$ cat src/rtl/ssp_pkg.sv
package ssp_pkg;

    typedef enum logic [1:0] {
        TX_IDLE,
        TX_ARM,
        TX_WAIT,
        TX_SEND
    } tx_state_t;

    typedef enum logic [1:0] {
        RX_IDLE,
        RX_ARM,
        RX_WAIT,
        RX_RECV
    } rx_state_t;

endpackage

$ cat src/rtl/ssp_tx.sv
module ssp_tx
    import ssp_pkg::*;
#(
    parameter int DATA_W = 8
) (
    input  logic              clk,
    input  logic              rst_n,
    input  logic              mc_end,
    input  logic              buf_wr,
    input  logic [DATA_W-1:0] wr_data,
    input  logic              ti_clr,
    output logic              send_active,
    output logic              tx_bit,
    output logic              ti
);

    localparam int SR_W = DATA_W + 1;

    tx_state_t       state;
    tx_state_t       state_nxt;
    logic [SR_W-1:0] sreg;
    logic            at_last;
    logic            finish;

    // Completion: only the marker remains, directly above the last data bit
    assign at_last = (sreg[SR_W-1:2] == '0) && sreg[1];
    assign finish  = (state == TX_SEND) && mc_end && at_last;

    always_ff @(posedge clk) begin
        if (!rst_n) state <= TX_IDLE;
        else        state <= state_nxt;
    end

    always_comb begin
        state_nxt = state;
        unique case (state)
            TX_IDLE: if (buf_wr) state_nxt = TX_ARM;
            TX_ARM:  if (mc_end) state_nxt = TX_WAIT;
            TX_WAIT: if (mc_end) state_nxt = TX_SEND;
            TX_SEND: if (finish) state_nxt = TX_IDLE;
        endcase
    end

    always_ff @(posedge clk) begin
        if (!rst_n) begin
            sreg <= '0;
            ti   <= 1'b0;
        end else begin
            if (state == TX_IDLE && buf_wr)
                sreg <= {1'b1, wr_data};
            else if (state == TX_SEND && mc_end)
                sreg <= {1'b0, sreg[SR_W-1:1]};
            if (finish)      ti <= 1'b1;
            else if (ti_clr) ti <= 1'b0;
        end
    end

    always_comb begin
        send_active = (state == TX_SEND);
        tx_bit      = send_active & sreg[0];
    end

    assert_tx_marker_R2: assert property (@(posedge clk) disable iff (!rst_n)
        (state == TX_SEND) |-> (sreg != '0));

    assert_tx_hold_R2: assert property (@(posedge clk) disable iff (!rst_n)
        (state == TX_SEND && !mc_end) |=> $stable(sreg));

    assert_busy_write_ignored_R5: assert property (@(posedge clk) disable iff (!rst_n)
        (state != TX_IDLE && buf_wr && !mc_end) |=> $stable(sreg));

    assert_ti_on_finish_R4: assert property (@(posedge clk) disable iff (!rst_n)
        finish |=> (ti && state == TX_IDLE));

    assert_ti_sticky_R9: assert property (@(posedge clk) disable iff (!rst_n)
        (ti && !ti_clr) |=> ti);

endmodule

$ cat src/rtl/ssp_rx.sv
module ssp_rx
    import ssp_pkg::*;
#(
    parameter int DATA_W = 8
) (
    input  logic              clk,
    input  logic              rst_n,
    input  logic              mc_end,
    input  logic              rx_en,
    input  logic              ri_clr,
    input  logic              samp_bit,
    output logic              recv_active,
    output logic              ri,
    output logic [DATA_W-1:0] rx_buf
);

    localparam logic [DATA_W-1:0] PRELOAD = {{(DATA_W-1){1'b1}}, 1'b0};

    rx_state_t         state;
    rx_state_t         state_nxt;
    logic [DATA_W-1:0] rsreg;
    logic [DATA_W-1:0] shifted;
    logic [DATA_W-1:0] ordered;
    logic              finish;

    assign shifted = {rsreg[DATA_W-2:0], samp_bit};
    assign finish  = (state == RX_RECV) && mc_end && !rsreg[DATA_W-1];

    // First bit received ends at the top; deliver it as bit 0
    always_comb begin
        for (int i = 0; i < DATA_W; i++)
            ordered[i] = shifted[DATA_W-1-i];
    end

    always_ff @(posedge clk) begin
        if (!rst_n) state <= RX_IDLE;
        else        state <= state_nxt;
    end

    always_comb begin
        state_nxt = state;
        unique case (state)
            RX_IDLE: if (rx_en && !ri) state_nxt = RX_ARM;
            RX_ARM:  if (mc_end)       state_nxt = RX_WAIT;
            RX_WAIT: if (mc_end)       state_nxt = RX_RECV;
            RX_RECV: if (finish)       state_nxt = RX_IDLE;
        endcase
    end

    always_ff @(posedge clk) begin
        if (!rst_n) begin
            rsreg  <= '0;
            rx_buf <= '0;
            ri     <= 1'b0;
        end else begin
            if (state == RX_WAIT && mc_end)
                rsreg <= PRELOAD;
            else if (state == RX_RECV && mc_end)
                rsreg <= shifted;
            if (finish)
                rx_buf <= ordered;
            if (finish)      ri <= 1'b1;
            else if (ri_clr) ri <= 1'b0;
        end
    end

    always_comb recv_active = (state == RX_RECV);

    assert_rx_marker_R8: assert property (@(posedge clk) disable iff (!rst_n)
        (state == RX_RECV) |-> !(&rsreg));

    assert_ri_on_finish_R8: assert property (@(posedge clk) disable iff (!rst_n)
        finish |=> (ri && state == RX_IDLE));

    assert_no_restart_R9: assert property (@(posedge clk) disable iff (!rst_n)
        (state == RX_IDLE && ri) |=> (state == RX_IDLE));

    assert_ri_sticky_R9: assert property (@(posedge clk) disable iff (!rst_n)
        (ri && !ri_clr) |=> ri);

    assert_buf_hold_R9: assert property (@(posedge clk) disable iff (!rst_n)
        (state != RX_RECV) |=> $stable(rx_buf));

endmodule

$ cat src/rtl/ssp_pins.sv
module ssp_pins (
    input  logic clk,
    input  logic rst_n,
    input  logic mc_half,
    input  logic send_active,
    input  logic recv_active,
    input  logic sdat_i,
    output logic sclk_o,
    output logic samp_bit
);

    // Keep the line value from the last clock of the low half
    always_ff @(posedge clk) begin
        if (!rst_n)        samp_bit <= 1'b0;
        else if (!mc_half) samp_bit <= sdat_i;
    end

    always_comb begin
        if (send_active || recv_active) sclk_o = mc_half;
        else                            sclk_o = 1'b1;
    end

endmodule

$ cat src/rtl/sync_shift_port.sv
module sync_shift_port #(
    parameter int DATA_W = 8
) (
    input  logic              clk,
    input  logic              rst_n,
    input  logic              mc_end,
    input  logic              mc_half,
    input  logic              buf_wr,
    input  logic [DATA_W-1:0] wr_data,
    input  logic              rx_en,
    input  logic              ti_clr,
    input  logic              ri_clr,
    input  logic              sdat_i,
    output logic              sdat_o,
    output logic              sdat_oe,
    output logic              sclk_o,
    output logic              ti,
    output logic              ri,
    output logic [DATA_W-1:0] rx_buf
);

    logic send_active;
    logic recv_active;
    logic samp_bit;

    ssp_tx #(.DATA_W(DATA_W)) u_tx (
        .clk         (clk),
        .rst_n       (rst_n),
        .mc_end      (mc_end),
        .buf_wr      (buf_wr),
        .wr_data     (wr_data),
        .ti_clr      (ti_clr),
        .send_active (send_active),
        .tx_bit      (sdat_o),
        .ti          (ti)
    );

    ssp_rx #(.DATA_W(DATA_W)) u_rx (
        .clk         (clk),
        .rst_n       (rst_n),
        .mc_end      (mc_end),
        .rx_en       (rx_en),
        .ri_clr      (ri_clr),
        .samp_bit    (samp_bit),
        .recv_active (recv_active),
        .ri          (ri),
        .rx_buf      (rx_buf)
    );

    ssp_pins u_pins (
        .clk         (clk),
        .rst_n       (rst_n),
        .mc_half     (mc_half),
        .send_active (send_active),
        .recv_active (recv_active),
        .sdat_i      (sdat_i),
        .sclk_o      (sclk_o),
        .samp_bit    (samp_bit)
    );

    assign sdat_oe = send_active;

    assert_oe_sclk_R11: assert property (@(posedge clk) disable iff (!rst_n)
        sdat_oe |-> (sclk_o == mc_half));

endmodule

$ cat config.mk
export PLATFORM = sky130hd
export DESIGN_NAME = sync_shift_port
export DESIGN_NICKNAME = d
export VERILOG_FILES = /design/src/rtl/ssp_pkg.sv /design/src/rtl/ssp_tx.sv /design/src/rtl/ssp_rx.sv /design/src/rtl/ssp_pins.sv /design/src/rtl/sync_shift_port.sv
export SDC_FILE = /design/constraint.sdc
export NUM_CORES = 1
export LEC_CHECK = 0
export ABC_AREA = 1
export ABC_CLOCK_PERIOD_IN_PS = 3300
export CORE_ASPECT_RATIO = 1.2
export CORE_MARGIN = 2
export CORE_UTILIZATION = 40
export CTS_CLUSTER_SIZE = 16
export DETAILED_ROUTE_END_ITERATION = 10
export PLACE_DENSITY = 0.74
export SYNTH_ARGS = -nofsm -noshare
export SYNTH_HDL_FRONTEND = slang
export SYNTH_SLANG_ARGS = --single-unit
$ cat constraint.sdc
create_clock -name clk -period 3.3 [get_ports clk]
set_clock_uncertainty 0.2 [all_clocks]
set_input_delay 0.495 -clock clk [delete_from_list [all_inputs] [get_ports clk]]
set_output_delay 0.495 -clock clk [all_outputs]
set_load 0.02 [all_outputs]
### After elaboration in Yosys (flattened, before gate mapping)

Index checks and enable logic that the tools add are counted.

* register bits after elaboration: 32
* latch bits: 0
* memory bits (writable): 0
* memory bits (read-only): 0
* input bits: 17
* output and inout bits: 13
* word-level logic and storage cells: 63
* memories: 0

* $add $sub $neg: 0
* multipliers: 0
* div/mod/pow operators: 0
* $lt $le $gt $ge: 0
* equality and inequality tests: 14
* shifts and indexed selects: 0
* muxes and demuxes: 17
* bitwise operators: 2
* reductions and logical operators: 21

Operator list (number)
* 9-bit two-way mux: 2
* 8-bit two-way mux: 2
* 2-bit case mux with 4 select lines: 2
* 2-bit != test (second input constant): 7
* 2-bit two-way mux: 6
* 2-bit == test (second input constant): 4
* 1-bit logical AND: 8
* 4-bit AND reduction: 2
* 2-bit nonzero test: 4
* 7-bit zero test: 1
* 1-bit two-way mux: 5
* 2-bit by 1-bit == test with 1-bit output (second input constant): 2
* 2-bit zero test: 2
* 1-bit zero test: 2
* 2-bit by 1-bit != test with 1-bit output (second input constant): 1
* 2-bit OR reduction: 1
* 1-bit AND: 1
* 1-bit logical OR: 1
* 1-bit NOT: 1

### Longest topological paths before layout

Gate-level depths: netlist of the first run.

* word-level depth: 5
* mapped depth: 9
* depth with buffers taken out: 9

### Modules after synthesis

Synthesis of the first run repeated with hierarchy kept, for this count alone.

* cells, all modules: 206
* area, all modules: 1482.7 µm²

By module, submodules not included
* ssp_rx: times used 1, cells each 106, area each 799.5 µm², seq. area each 380.4 µm²
* ssp_tx: times used 1, cells each 93, area each 634.4 µm², seq. area each 240.2 µm²
* ssp_pins: times used 1, cells each 7, area each 48.8 µm², seq. area each 20.0 µm²

### Worst setup path after synthesis of the first run

Ideal clock, no wire load.

* path type: register to output
* start: register u_tx.state[0]
* end: output port sclk_o
* arrival: 1.147 ns
* setup slack: 1.458 ns
* cell stages (with the launch flop): 3
* path buffers: 0
* path through: dfxtp_1 -> ha_1 -> o21ai_0

* cells in the longest elaborated chain, start to end: 3

RTL lines
* start: declaration: RTL line ssp_tx.sv:19 `tx_state_t state;`
* start signal: assignment: RTL line ssp_tx.sv:31 `else state <= state_nxt;`
* 2-bit == test: RTL line ssp_tx.sv:59 `send_active = (state == TX_SEND);`
* net sdat_oe: RTL line sync_shift_port.sv:15 `output logic sdat_oe,`
* 1-bit logical OR: RTL line ssp_pins.sv:19 `if (send_active || recv_active) sclk_o = mc_half;`
* 1-bit two-way mux: RTL line ssp_pins.sv:19
* end: declaration: RTL line sync_shift_port.sv:16 `output logic sclk_o,`

The timed path passes the listed nets, and every way through them passes these cells.

### Worst setup path in the final report of the first run

* start: register u_rx.state[0]
* end: output port sclk_o

* cells in the longest elaborated chain, start to end: 3

RTL lines
* start: declaration: RTL line ssp_rx.sv:19 `rx_state_t state;`
* start signal: assignment: RTL line ssp_rx.sv:37 `else state <= state_nxt;`
* 2-bit == test: RTL line ssp_rx.sv:67 `always_comb recv_active = (state == RX_RECV);`
* 1-bit logical OR: RTL line ssp_pins.sv:19
* 1-bit two-way mux: RTL line ssp_pins.sv:19

No other way between the ends.

==> summary.md, run 1 <==
| Metric | Value |
|---|---|
| Layout cells sized above 1 | 8.44% |
| Prevailing post-synth register cell | dfxtp_1 |
| Final period utilization | 73.1% |
| Cts bufs inserted | 5 |
| Rel. slew slack | 75.1% |
| Status | complete, no violations |
| Sw Pwr | between 0.4 and 0.5 mW |
| Routability Congestion | 0.800 |
| Fraction of registers with async set/reset | 0% |
| Hold Violations, Final | 0 |
| Synth top area cells | dfxtp_1 (42%), inv_1 (8.8%), nand2_1 (8.8%), ha_1 (7.3%), nor2_1 (6.8%) |
| Cts hold-fix bufs | 0 |
| Internal | ~0.8 mW |
| Num rows | 24 |
| PD cells | 648 nW/µm² |
| Die area | 4360 µm² |
| Mapped Nets | 229 |
| Design Area, Final | 1950 µm² |
| GRT Util Overall | between 10% and 20% |
| Number of remaining DRC errors | 0 |
| Worst-margin pin slew | 365 ps |
| Switching share of power | 37.0% |
| Initial antenna violation count | 0 |
| Routed vias/inst | 4.61 |
| Clock transition at path regs | 60 ps |
| Yosys top cell by area | dfxtp_1 |
| Clock Power Share | 22.2% |
| Area Growth Syn to Fin | 26.9% |
| Pin count of the biggest net entering global routing | 19 |
| Die height | 72.0 µm |
| First-pass GRT wire length | 4.98 mm |
| Pleak | 0.871 nW |
| Top-area cell type share of the netlist area | 41.6% |
| Flops & latches, synth | 32 |
| Routed wire per std cell | 10.6 µm |
| Number of enable flip-flop cells after synthesis | 0 |
| Final setup viols | 0 |
| Postcts setup bufs | 0 |
| RSZ-0062 raised after global routing | no |
| Crit path capture type | output port |
| Post-CTS resize count | 0 |
| Port Buffers | 29 |
| Kind of critical path | register to output port |
| Clk_lat worst skew | roughly 280 ps |
| Mapped Area | 1540 µm² |
| First DRT Iteration DRCs | 76 |
| Sequential share of power | 40.5% |
| CTS Sinks | 32 |
| Arr. time, crit path | about 1700 ps |
| # diodes | 0 |
| Initial Util | between 40% and 50% |
| Combinational Power Share | 37.3% |
| Syn avg cell area | 7.59 µm² |
| Number of global-route vias before repair | around 1,200 |
| Total grt overflow | 0 |
| Ports | 30 |
| Hold WS | 260 ps |
| Die Width | 60.6 µm |
| Root buf cell | clkbuf_8 |
| Fmax | around 410 MHz |
| Final WS setup | between 800 and 900 ps |
| Final ANT Viol Nets | 0 |
| Placed instance area | between 1500 and 2000 µm² |
| Post-Route WL | approximately 3.1 mm |
| DRT Pass-1 Iters | 4 |
| Max-slew violations | 0 |
| DP Worst Slack | 881 ps |
| Register area share after synthesis | 41.6% |
| Count of different cell masters after synthesis | 28 |
| Crit-path max FO | 3 |
| Htree depth | 2 |
| Synth Warn # | 0 |
| Core region area | 3660 µm² |
| Clk buf depth | 2 |
| CP required | 2600 ps |
| Min-Delay Path Class | register to register |
| Maximum VDD drop | approximately 280 µV |
| Hpwl dp | 2.17 mm |
| Via count | 1,332 |
| Post-route setup TNS | 0 ps |
| TritonCTS clock tree | built |
| Synth Instances | 203 |
| Max cap viols | 0 |
| Critical Path Source Type | register |
| Fin nets | 263 |
| Final Critical Period | 2410 ps |
worst max-delay path: stages (launching register included):
cell	delay [ps]
dfxtp_1	330
ha_1	280
o21ai_0	200
clkdlybuf4s50_1	620
cell usage after synthesis, types with 2 or more instances:
cell and number:
a211oi_1 3, inv_1 36, o21ai_0 18, ha_1 9, a21oi_1 9, a211oi_2 2
a31oi_1 6, dfxtp_1 32, buf_6 2, inv_2 3, nand2_2 2, nand3_1 3
nand2_1 36, nor2_1 28
final timing paths:
check / startpoint / cells after the start / slack, ps / endpoint
worst max-delay path: u_rx.state[0] / 3 / 890 / sclk_o
worst max register to register: u_rx.state[0] / 8 / 1570 / u_rx.state[0]
worst min-delay path: u_tx.ti / 2 / 260 / u_tx.ti
worst min register to register: u_tx.ti / 2 / 260 / u_tx.ti
layout make-up:
cell class | instances | area [µm²]
Clock buffer | 6 | 72.6
Clock inverter | 1 | 5.00
Fill cell | 369 | 1710
Inverter | 40 | 153
Multi-Input combinational cell | 128 | 721
Sequential cell | 32 | 641
Tap cell | 52 | 65.1
Timing Repair Buffer | 30 | 298
power groups by stage:
stage,Clock [mW],Combinational (mW),Sequential (mW)
4_1_cts,0.290,0.478,0.514
3_5_place_dp,0,0.475,0.523
2_1_floorplan,0,0.351,0.524
5_1_grt,0.308,0.544,0.521
6_report,0.281,0.472,0.513
3_3_place_gp,0,0.467,0.520
metrics by stage:
step,std cells,power [mW],utilization [%]
after floorplan,203,0.875,-
after global placement,282,0.987,51.2
after detailed placement,282,0.997,51.2
after CTS,289,1.28,53.3
after global routing,289,1.37,53.3
final,289,1.27,53.3
cell families after synthesis:
logic type | count (synthesis) | synth area share, %
AOI/OAI and AO/OA | 44 | 17.2
buffers and inverters | 43 | 11.6
adders and majority gates | 9 | 7.31
and+or+nand+nor | 75 | 22.3
DFF | 32 | 41.6
layer usage:
metal / wire, µm / GRT usage [%] / part of all wire [%]
met4: 72 / 7.97 / 2.4
met2: 1430 / 25.0 / 47
met5: 0 / 0 / 0
met3: 186 / 5.17 / 6.1
met1: 1370 / 17.7 / 45
flip-flops by register name (all words and copies together), names as in the netlist:
register	cells
u_rx.rx_buf	8
u_tx.state	2
u_tx.sreg	9
u_rx.ri	1
u_rx.state	2
u_rx.rsreg	8
u_pins.samp_bit	1
u_tx.ti	1
placed cells by master (no fill, tap or decap), drive strengths merged:
master         instances
inv                   40
nand2                 39
dfxtp                 32
nor2                  30
clkdlybuf4s50         29
o21ai                 19
a21oi                  9
ha                     9
a31oi                  6
clkbuf                 6
a211oi                 5
nand3                  4
nor3                   2
a311oi                 1
a22oi                  1
o21bai                 1
o31ai                  1
a2111oi                1
clkinv                 1
buf                    1
(Power assumes the default switching activity.)
==> run 2: changes to the inputs <==
--- a/config.mk
+++ b/config.mk
@@ -6,13 +6,13 @@
 export NUM_CORES = 1
 export LEC_CHECK = 0
 export ABC_AREA = 1
-export ABC_CLOCK_PERIOD_IN_PS = 3300
+export ABC_CLOCK_PERIOD_IN_PS = 2200
 export CORE_ASPECT_RATIO = 1.2
 export CORE_MARGIN = 2
 export CORE_UTILIZATION = 40
 export CTS_CLUSTER_SIZE = 16
 export DETAILED_ROUTE_END_ITERATION = 10
-export PLACE_DENSITY = 0.74
+export PLACE_DENSITY = 0.77
 export SYNTH_ARGS = -nofsm -noshare
 export SYNTH_HDL_FRONTEND = slang
 export SYNTH_SLANG_ARGS = --single-unit
==> constraint.sdc (replaced) <==
create_clock -name clk -period 2.2 [get_ports clk]
set_clock_uncertainty 0.2 [all_clocks]
set_input_delay 0.33 -clock clk [delete_from_list [all_inputs] [get_ports clk]]
set_output_delay 0.33 -clock clk [all_outputs]
set_load 0.02 [all_outputs]
==> run 2 against run 1 <==
Via count up 1.1%. Cell count up 0.69%. Utilization up 0.65 points. Global-route usage up 0.97 points. Critical path type unchanged. Die area unchanged.
==> summary.md, run 2 (same netlist as run 1, synthesis figures left out) <==
| Metric | Value |
|---|---|
| Status | complete, no violations |
| Combinational Power Share | between 30% and 40% |
| Die height | between 70 and 80 µm |
| Via count | 1,347 |
| Largest register by flop count | u_tx.sreg |
| Number of flip-flops in the largest register | 9 |
| Fmax | 482 MHz |
| Commonest cells after routing, fill and taps aside | inv_1 (36), nand2_1 (36), dfxtp_1 (32) |
| Final period utilization | 94.2% |
| Placed instance area | 1880 µm² |
| Flop2flop setup slack | 560 ps |
| RSZ-0062 raised after global routing | no |
| Pin count of the biggest net entering global routing | 19 |
| Hold Violations, Final | 0 |
| Sw Pwr | 0.721 mW |
| CTS Sinks | 32 |
| Root buf cell | clkbuf_8 |
| PD cells | a little under 1000 nW/µm² |
| # diodes | 0 |
| Initial Util | 42.0% |
| Routability Congestion | 0.868 |
| Internal | 1.24 mW |
| Layout cells sized above 1 | 9.21% |
| Total grt overflow | 0 |
| TritonCTS clock tree | built |
| Final Critical Period | 2070 ps |
| First-pass GRT wire length | 5.35 mm |
| Die area | 4360 µm² |
| Clk_lat worst skew | 280 ps |
| Design Area, Final | 1980 µm² |
| Kind of critical path | register to output port |
| Dpl cells | between 200 and 300 |
| Ports | 30 |
| Number of global-route vias before repair | 1,286 |
| Largest registers | u_tx.sreg: 9 flops, u_rx.rsreg: 8 flops, u_rx.rx_buf: 8 flops |
| Max-slew violations | 0 |
| Crit-path slowest cell | clkdlybuf4s50_1 |
| Post-Route WL | around 3.2 mm |
| DRT Pass-1 Iters | 4 |
| Clk buf depth | 2 |
| Final non-filler cell total | 291 |
| Hpwl dp | 2.24 mm |
| Rel. slew slack | 75.9% |
| Min-Delay Path Class | register to register |
| Sequential share of power | between 30 and 40% |
| Clock Power Share | 23.9% |
| CP required | about 1700 ps |
| Critical Path Source Type | register |
| CP cell instances | ha_2 -> clkdlybuf4s50_1 |
| Area Growth Syn to Fin | 28.4% |
| Arr. time, crit path | 1540 ps |
| GRT Util Overall | 16.4% |
| Initial antenna violation count | 0 |
| Final WS setup | 127 ps |
| Num rows | 24 |
| Core region area | roughly 3700 µm² |
| Maximum VDD drop | around 560 µV |
| Port Buffers | 29 |
| Htree depth | 2 |
| Slowest stage delay, CP | 640 ps |
| Postcts setup bufs | 0 |
| Routed vias/inst | 4.63 |
| Top delay family on crit path | buffers and inverters |
| First DRT Iteration DRCs | 63 |
| Cts hold-fix bufs | 0 |
| Final setup viols | 0 |
| Switching share of power | between 30% and 40% |
| Cts bufs inserted | 5 |
| Crit path capture type | output port |
| Pleak | 0.895 nW |
| Worst-margin pin slew | 361 ps |
| Crit-path max FO | 5 |
| Final ANT Viol Nets | 0 |
| DP Worst Slack | roughly 60 ps |
| Max cap viols | 0 |
| Crit path buffers/inverters | 1 |
| Routed wire per std cell | 10.9 µm |
| Fin nets | around 260 |
| Final Power | 1.96 mW |
| Die Width | 60.6 µm |
| Clock transition at path regs | 60 ps |
| Number of remaining DRC errors | 0 |
| Post-route setup TNS | 0 ps |
## run 2: worst register-to-register path, delay by kind of cell (launching register included)
| family | cells | cell delay [ps] |
|---|---|---|
| and+or+nand+nor | 2 | 350 |
| DFF | 1 | 380 |
| AOI/OAI and AO/OA | 2 | 230 |
| buffers and inverters | 2 | 200 |
| adders and majority gates | 1 | 220 |
## run 2: power groups by stage
stage | logic (mW) | clock network [mW] | registers, mW
finish | 0.720 | 0.469 | 0.769
global route | 0.839 | 0.504 | 0.786
CTS | 0.727 | 0.476 | 0.770
detailed placement | 0.724 | 0 | 0.782
global placement | 0.707 | 0 | 0.776
floorplan | 0.526 | 0 | 0.786
## run 2: area by class of cell
cell class	count	area, µm²
Fill cell	369	1690
Multi-Input combinational cell	128	723
Sequential cell	32	641
Timing Repair Buffer	31	307
Inverter	40	153
Clock buffer	8	90.1
Tap cell	52	65.1
## run 2: repair_timing
action | 4_1_cts | 5_1_grt
endpoints found under the setup margin | 1 | 1
gates resized for setup | 1 | 2
hold endpoints to repair | 0 | 0
## run 2: per-stage QoR
step                util (%)  hold WS (ps)
finish                  54.0           268
global route            54.0           287
CTS                     53.9           271
detailed placement      51.4           262
global placement        51.4           258
floorplan                  -           239
## run 2: path summary, 6_finish.rpt
kind,from,end,depth (start not counted)
max,u_tx.state[0],sdat_oe,2
min reg2reg,u_tx.ti,u_tx.ti,2
min,u_tx.ti,u_tx.ti,2
max reg2reg,u_tx.state[0],u_tx.sreg[1],7
## run 2: layer usage
layer  vias to the layer above  wire length (µm)  track usage [%]
met5                         -                 0                0
met3                         6               181             5.53
met2                        28              1560             27.1
met1                       603              1360             18.3
li1                        710                 -                -
met4                         0                54             8.21
==> run 3: changes to the inputs <==
--- a/config.mk
+++ b/config.mk
@@ -10,9 +10,11 @@
 export CORE_ASPECT_RATIO = 1.2
 export CORE_MARGIN = 2
 export CORE_UTILIZATION = 40
+export CTS_CLUSTER_DIAMETER = 100
 export CTS_CLUSTER_SIZE = 16
 export DETAILED_ROUTE_END_ITERATION = 10
 export PLACE_DENSITY = 0.77
+export SETUP_SLACK_MARGIN = 0.02
 export SYNTH_ARGS = -nofsm -noshare
 export SYNTH_HDL_FRONTEND = slang
 export SYNTH_SLANG_ARGS = --single-unit
==> results of run 3 <==
The final DEF is identical to that of run 2; final timing and power are the same.
